--- src/rtl/frac_clken_pkg.sv ---
// Package: shared constants and helpers for the fractional clock-enable
// generator. Assumes a power-of-two frame of 2**ACC_W cycles.
package frac_clken_pkg;
    localparam int unsigned BUS_W = 32;

    // Convert an inverted rate code to a multiplier in 1..2**acc_w.
    function automatic int unsigned code_to_mult(input int unsigned code, input int unsigned acc_w);
        return (1 << acc_w) - code;
    endfunction
endpackage

--- src/rtl/frac_clken_regs.sv ---
// Module: register file holding the shadow rate code and the commit bit.
// Assumes commit is only asserted while pending is high.
module frac_clken_regs #(
    parameter int unsigned ACC_W     = 5,
    parameter int unsigned ADDR_W    = 4,
    parameter int unsigned FIELD_LSB = 8,
    parameter int unsigned KICK_BIT  = 31,
    parameter int unsigned CTRL_OFS  = 0,
    parameter int unsigned KICK_OFS  = 4
) (
    input  logic                              clk,
    input  logic                              rst_n,
    input  logic                              bus_wr,
    input  logic [ADDR_W-1:0]                 bus_addr,
    input  logic [frac_clken_pkg::BUS_W-1:0]  bus_wdata,
    input  logic                              commit,
    output logic [ACC_W-1:0]                  shadow_code,
    output logic                              pending,
    output logic [frac_clken_pkg::BUS_W-1:0]  bus_rdata
);
    import frac_clken_pkg::*;

    localparam logic [ADDR_W-1:0] CTRL_A = ADDR_W'(CTRL_OFS);
    localparam logic [ADDR_W-1:0] KICK_A = ADDR_W'(KICK_OFS);

    logic hit_ctrl;
    logic hit_kick;

    // Decode which register a write targets.
    always_comb begin
        hit_ctrl = bus_wr && (bus_addr == CTRL_A);
        hit_kick = bus_wr && (bus_addr == KICK_A);
    end

    // Shadow code: field-only update, blocked while a commit is pending.
    always_ff @(posedge clk) begin
        if (!rst_n) begin
            shadow_code <= '0;
        end else if (hit_ctrl && !pending) begin
            shadow_code <= bus_wdata[FIELD_LSB +: ACC_W];
        end
    end

    // Commit bit: set by software, cleared by hardware on commit.
    always_ff @(posedge clk) begin
        if (!rst_n) begin
            pending <= 1'b0;
        end else if (commit) begin
            pending <= 1'b0;
        end else if (hit_kick && bus_wdata[KICK_BIT]) begin
            pending <= 1'b1;
        end
    end

    // Read mux: unused bits read as zero.
    always_comb begin
        bus_rdata = '0;
        if (bus_addr == CTRL_A) begin
            bus_rdata[FIELD_LSB +: ACC_W] = shadow_code;
        end else if (bus_addr == KICK_A) begin
            bus_rdata[KICK_BIT] = pending;
        end
    end
endmodule

--- src/rtl/frac_clken_frame.sv ---
// Module: frame counter and commit point. Copies the shadow code into the
// active code on the last cycle of a frame when a commit is pending.
// Assumes the frame length is 2**ACC_W.
module frac_clken_frame #(
    parameter int unsigned ACC_W = 5
) (
    input  logic             clk,
    input  logic             rst_n,
    input  logic             pending,
    input  logic [ACC_W-1:0] shadow_code,
    output logic [ACC_W-1:0] frame_cnt,
    output logic             commit,
    output logic [ACC_W-1:0] active_code
);
    localparam logic [ACC_W-1:0] LAST = '1;

    // Commit fires on the frame's final cycle only.
    always_comb begin
        commit = pending && (frame_cnt == LAST);
    end

    // Free-running frame position counter.
    always_ff @(posedge clk) begin
        if (!rst_n) begin
            frame_cnt <= '0;
        end else begin
            frame_cnt <= frame_cnt + 1'b1;
        end
    end

    // Active code loads from shadow at commit.
    always_ff @(posedge clk) begin
        if (!rst_n) begin
            active_code <= '0;
        end else if (commit) begin
            active_code <= shadow_code;
        end
    end
endmodule

--- src/rtl/frac_clken_phase.sv ---
// Module: phase accumulator. Adds mult each cycle modulo 2**ACC_W and
// emits a registered strobe on each carry. Assumes mult is in 1..2**ACC_W.
module frac_clken_phase #(
    parameter int unsigned ACC_W = 5
) (
    input  logic           clk,
    input  logic           rst_n,
    input  logic [ACC_W:0] mult,
    output logic [ACC_W-1:0] acc,
    output logic           strobe
);
    logic [ACC_W+1:0] sum;

    // Next phase sum with room for the carry.
    always_comb begin
        sum = {1'b0, acc} + {1'b0, mult};
    end

    // Phase register and registered carry strobe.
    always_ff @(posedge clk) begin
        if (!rst_n) begin
            acc    <= '0;
            strobe <= 1'b0;
        end else begin
            acc    <= sum[ACC_W-1:0];
            strobe <= |sum[ACC_W+1:ACC_W];
        end
    end
endmodule

--- src/rtl/frac_clken_gen.sv ---
// Module: top of the fractional clock-enable generator. Ties the register
// file, frame sequencer and phase accumulator together. Assumes a single
// clock domain and synchronous active-low reset.
module frac_clken_gen #(
    parameter int unsigned ACC_W     = 5,
    parameter int unsigned ADDR_W    = 4,
    parameter int unsigned FIELD_LSB = 8,
    parameter int unsigned KICK_BIT  = 31,
    parameter int unsigned CTRL_OFS  = 0,
    parameter int unsigned KICK_OFS  = 4
) (
    input  logic                              clk,
    input  logic                              rst_n,
    input  logic                              bus_wr,
    input  logic [ADDR_W-1:0]                 bus_addr,
    input  logic [frac_clken_pkg::BUS_W-1:0]  bus_wdata,
    output logic [frac_clken_pkg::BUS_W-1:0]  bus_rdata,
    output logic                              rate_busy,
    output logic                              clk_en
);
    import frac_clken_pkg::*;

    localparam int unsigned FRAME = 1 << ACC_W;

    logic [ACC_W-1:0] shadow_code;
    logic [ACC_W-1:0] active_code;
    logic [ACC_W-1:0] frame_cnt;
    logic [ACC_W-1:0] acc;
    logic [ACC_W:0]   mult;
    logic             pending;
    logic             commit;

    frac_clken_regs #(
        .ACC_W(ACC_W), .ADDR_W(ADDR_W), .FIELD_LSB(FIELD_LSB),
        .KICK_BIT(KICK_BIT), .CTRL_OFS(CTRL_OFS), .KICK_OFS(KICK_OFS)
    ) u_regs (
        .clk(clk), .rst_n(rst_n), .bus_wr(bus_wr), .bus_addr(bus_addr),
        .bus_wdata(bus_wdata), .commit(commit), .shadow_code(shadow_code),
        .pending(pending), .bus_rdata(bus_rdata)
    );

    frac_clken_frame #(.ACC_W(ACC_W)) u_frame (
        .clk(clk), .rst_n(rst_n), .pending(pending), .shadow_code(shadow_code),
        .frame_cnt(frame_cnt), .commit(commit), .active_code(active_code)
    );

    // Inverted code to multiplier.
    always_comb begin
        mult = (ACC_W+1)'(code_to_mult(int'(active_code), ACC_W));
    end

    frac_clken_phase #(.ACC_W(ACC_W)) u_phase (
        .clk(clk), .rst_n(rst_n), .mult(mult), .acc(acc), .strobe(clk_en)
    );

    // Busy mirrors the pending commit.
    always_comb begin
        rate_busy = pending;
    end

    localparam int unsigned UNUSED_FRAME = FRAME;
endmodule

--- config.mk ---
export PLATFORM = sky130hd
export DESIGN_NAME = frac_clken_gen
export DESIGN_NICKNAME = d
export VERILOG_FILES = /design/src/rtl/frac_clken_pkg.sv /design/src/rtl/frac_clken_regs.sv /design/src/rtl/frac_clken_frame.sv /design/src/rtl/frac_clken_phase.sv /design/src/rtl/frac_clken_gen.sv
export SDC_FILE = /design/constraint.sdc
export NUM_CORES = 1
export LEC_CHECK = 0
export BUFFER_PORTS_ARGS = -buffer_cell sky130_fd_sc_hd__buf_2
export CAP_MARGIN = 20
export CORE_MARGIN = 1
export CORE_UTILIZATION = 39
export CTS_CLUSTER_SIZE = 16
export DETAILED_ROUTE_END_ITERATION = 16
export PLACE_DENSITY = 0.84
export SYNTH_ARGS = -nofsm -noshare
export SYNTH_HDL_FRONTEND = slang
export SYNTH_SLANG_ARGS = --single-unit
--- constraint.sdc ---
create_clock -name clk -period 1.8 [get_ports clk]
set_input_delay 0.27 -clock clk [delete_from_list [all_inputs] [get_ports clk]]
set_output_delay 0.27 -clock clk [all_outputs]
set_load 0.005 [all_outputs]
; After elaboration in Yosys (flattened, before gate mapping)
; Cells that the tools add are included.
[classes]
n_addsub = 3
mul = 0
div_mod_pow = 0
order_cmp = 0
n_eq_ne = 2
shifts = 0
n_mux = 3
bitwise_logic = 1
reduce_logical = 9
[op_table]
columns = operator, n
row1 = $add A5 B6 Y7, 1
row2 = $sub A6 B5 Y6 const A, 1
row3 = $add A5 B1 Y5 const B, 1
row4 = $eq A5 B5 Y1 const B, 1
row5 = $logic_and A1 B1 Y1, 5
row6 = $mux W5, 1
row7 = $eq A4 B3 Y1 const B, 1
row8 = $logic_not A4 Y1, 1
row9 = $reduce_or A2 Y1, 2
row10 = $mux W1, 2
row11 = $logic_not A1 Y1, 1
row12 = $not A1 Y1, 1
[word_totals]
ff_bits = 22
latch_bits = 0
ramBits = 0
rom_bits = 0
in_bits = 39
out_inout_bits = 34
wordCells = 24
mem_count = 0

; Logic depth before layout (Yosys ltp)
[depth]
ltp_word = 3
mapped_depth = 9
ltp_nobuf = 9

; Hierarchy
; From an unflattened synthesis, not the netlist that was laid out.
[hier_totals]
hier_cells = 147
area_unflattened_um2 = 1372.6
[modules_own_cells]
columns = module, instances, cells_per_inst, area_each_um2, seq_area_each_um2
row1 = frac_clken_regs, 1, 61, 516.7, 120.1
row2 = frac_clken_frame, 1, 41, 431.7, 200.2
row3 = frac_clken_phase, 1, 36, 342.8, 120.1
row4 = frac_clken_gen, 1, 9, 81.3, 0.0

; Worst setup path after synthesis
; No wires, ideal clock.
[synth_path]
path_type = register to register
start = reg u_frame.active_code[0]
end = reg u_phase.strobe
setup_ns = 0.122
arrival_ns = 1.734
required_time_ns = 1.678
setup_slack_ns = -0.055
stages_incl_launch_ff = 8
n_path_buf = 0
period_less_slack_ns = 1.855
path_cell_list = dfxtp_1 -> inv_1 -> ha_1 -> fa_1 -> a21o_1 -> a21oi_1 -> nand4b_1 -> o311a_1
[synth_via]
elab_chain_cells = 3
[synth_lines]
columns = element, line_no
row1 = start: declaration, frac_clken_frame.sv:13  ; output logic [ACC_W-1:0] active_code
row2 = start signal: assignment, frac_clken_frame.sv:36  ; active_code <= shadow_code;
row3 = $sub A6 B5 Y6, frac_clken_pkg.sv:8  ; return (1 << acc_w) - code;
row4 = $add A5 B6 Y7, frac_clken_phase.sv:16  ; sum = {1'b0, acc} + {1'b0, mult};
row5 = $reduce_or A2 Y1, frac_clken_phase.sv:26  ; strobe <= |sum[ACC_W+1:ACC_W];
row6 = end signal: assignment, frac_clken_phase.sv:26
row7 = end: declaration, frac_clken_phase.sv:10  ; output logic strobe
; No other way between the ends.
; A chain may end at the register's enable or synchronous reset.

; Worst setup path in the final report
; Same ends and word-level chain as after synthesis.

==> summary.md <==
| Metric | Value |
|---|---|
| Status | complete, no violations |
| Via density | 4.39 |
| Final WL | between 2 and 2.5 mm |
| Reg-to-Reg Start | u_frame.active_code[0] |
| Yosys cell types | 31 |
| Area of the die | roughly 3600 um2 |
| Die width | a little under 60 um |
| Layout Skew | between 0.01 and 0.015 ns |
| Critical path class | flop to flop |
| Setup tns final | 0 ns |
| Syn avg cell area | between 9 and 10 um2 |
| Post-synthesis compound-gate area fraction | 0.0733 |
| CTS buffer count | 3 |
| Worst R2R Setup Slack | approximately 0.017 ns |
| XOR/XNOR Fraction of Synth Area | 0.0473 |
| # DRC | 0 |
| M3 GR Usage | 0.0455 |
| Worst hold-check path type | input pin to flop |
| Synth Cell Area | ~1300 um2 |
| Core box area | between 3000 and 4000 um2 |
| Critical hold path startpoint | bus_wdata[9] |
| Final hold vios | 0 |
| Critical Path Sink Type | flop |
| Total gr overflow | 0 |
| Synth top area share | 0.339 |
| IO buf count | 20 |
| Yosys top cell by area | dfxtp_1 |
| Seq/Total Area, Yosys | 0.339 |
| R2R depth | 9 |
| Clock-pin slew on the worst setup and hold paths | 0.13 ns |
| Worst vdd ir | roughly 330 uV |
| Most common cell in the netlist | buf_4 |
| Yosys warns | 0 |
| Final setup vio count | 0 |
| EDFF count, synth | 0 |
| Fin area | approximately 1500 um2 |
| Max_cap viols | 0 |
| FF+latch count, synth | 22 |
| Largest family of logic cells by synthesized area | simple AND/OR/NAND/NOR gates |
| Largest net degree at the start of global routing | 23 |
| Number of global-route vias before repair | around 860 |
| Die H | between 50 and 60 um |
| CTS tree | built |
| Hold depth | 3 |
| I/O Pins | 73 |
| Met2 Usage GRT | 0.225 |
| Post-layout nets | roughly 220 |
| R2R Path End | u_phase.strobe |
| Clock Latency Late Sink | around 0.32 ns |
| Gr usage total | 0.136 |
| Initial Utilization | 0.418 |
| Synth top cells by count | buf_4 (26), dfxtp_1 (22), and2_1 (9), ha_1 (9) |
| GRT met1 Usage | 0.152 |
| Rows | 20 |
| Ys flop type | dfxtp_1 |
| Area grow syn2layout | 19.0% |
| LEAKAGE | approximately 0.77 nW |
| CP Data Required Time | about 2.0 ns |
| Max Freq | around 0.56 GHz |
| Clock sinks | 22 |
| Fin crit share | 0.991 |
| Register Area | around 440 um2 |
| Post-Synth Adder-Cell Area | 0.102 |
| Post-synthesis cell count | roughly 140 |
| Fillers | 303 |
| Most crowded layer after global routing | met2 |
| Crit Path Max Fanout | 3 |
| # diodes | 0 |
| Wire length per cell | 9.98 um |
| Routed Antenna Nets | 0 |
| Clock Tree Root | clkbuf_4 |
| Min cycle time layout | about 1.8 ns |
| Final Wtd Congestion | 0.690 |
| Simple-Gate Fraction of Synth Area | 0.223 |
| Layout cells sized above 1 | 0.339 |
| Initial antenna violation count | 0 |
| Vias | ~900 |
| Mux contribution to synthesized area | 0.0463 |
| Drt first-iter violations | 7 |
| H-tree depth | 1 |
| Startpoint types | flop |
| HPWL after DPL | 1.52 mm |
| Synth async-reset ratio | 0 |
| PD cells | 538 nW/um2 |
| Critical path data arrival time | around 2.0 ns |
| Dpl cell area | about 1400 um2 |
| Multi-input gate area | 827 um2 |
| Top post-synthesis cells by area | dfxtp_1 (34%), buf_4 (15%), ha_1 (8.7%) |
| Pre-antenna DRT Iters | 4 |
| First-pass GRT wire length | about 3.6 mm |
| Hold EP | u_regs.shadow_code[1] |
| Slew Viols, Final | 0 |
| CTS max path bufs | 2 |
| RSZ-0062 raised after global routing | yes |
==> report_power, final <==
part,internal [W],switching [W]
Combinational,0.0000237,0.0000334
Clock,0.000124,0.000149
Sequential,0.000495,0.00000569
Total,0.000643,0.000188
==> worst max path at each step <==
stage                           to                    from
CTS                 u_phase.strobe  u_frame.active_code[0]
finish              u_phase.strobe  u_frame.active_code[0]
global route        u_phase.strobe  u_frame.active_code[2]
global placement    u_phase.strobe  u_frame.active_code[0]
detailed placement  u_phase.strobe  u_frame.active_code[0]
floorplan           u_phase.strobe  u_frame.active_code[0]
==> routing by layer <==
layer,share of wire,up-vias,wire [um]
met5,0,-,0
met4,0.021,0,44
met3,0.052,5,108
met2,0.50,27,1050
met1,0.43,421,887
li1,-,465,-
==> worst max-delay path, cell delays in order (launching register included) <==
cell     delay [ns]
dfxtp_2        0.37
inv_2          0.05
ha_4           0.18
buf_6          0.11
nand2_2        0.05
xor2_1         0.16
ha_1           0.28
o21ai_2        0.07
a21oi_2        0.05
o311a_1        0.34
==> cell usage in the layout, fill, tap and decap left out, types with 2 or more instances in the layout <==
master / instances
ha_4: 3
buf_6: 2
inv_2: 2
and2_1: 9
nand2_1: 6
nand3_1: 7
buf_4: 7
a21oi_2: 2
mux2i_1: 6
clkbuf_4: 3
buf_2: 20
xnor2_1: 3
ha_1: 5
a21boi_0: 5
xor2_1: 3
nor2b_1: 6
dfxtp_1: 20
dfxtp_2: 2
conb_1: 26
a21oi_1: 2
and3_1: 3
and2_2: 5
==> flip-flops by register name, summed over array words and instances, names as in the netlist <==
| name | cells |
|---|---|
| u_regs.shadow_code | 5 |
| u_phase.acc | 5 |
| u_frame.frame_cnt | 5 |
| u_phase.strobe | 1 |
| u_frame.active_code | 5 |
| u_regs.pending | 1 |
==> final cells by class <==
type                    count  share of cell area
flip-flops and latches     22               0.287
clock buffers               4              0.0235
repair buffers             29               0.113
well taps                  44              0.0357
inverters                   2             0.00486
multi-input cells         108               0.536
==> timing repair <==
item	in CTS	in global routing
resized for setup	7	12
hold buffers	0	0
buffers inserted	2	1
setup endpoints to repair	3	3
hold endpoints to repair	0	0
pin swaps	4	9
==> metrics by stage <==
stage / instances / utilization / power [W] / worst slack, ns / hold slack (ns)
2_1_floorplan: 161 / - / 0.000586 / 0.00365 / 0.416
3_3_place_gp: 202 / 0.449 / 0.000568 / -0.0737 / 0.439
3_5_place_dp: 202 / 0.449 / 0.000568 / -0.0995 / 0.444
4_1_cts: 208 / 0.477 / 0.000838 / 0.000282 / 0.200
5_1_grt: 209 / 0.498 / 0.000878 / -0.0414 / 0.192
6_report: 209 / 0.498 / 0.000831 / 0.0169 / 0.203
==> cell families (layout without fill, tap and decap cells) <==
family          Yosys count  in the layout
simple gates             45             45
flops                    22             22
xor+xnor                  7              7
compound gates           14             14
buf+inv                  31             35
other cells               1             26
mux                       6              6
fa+ha+maj                10             10
Power figures use the tool's default switching activity.
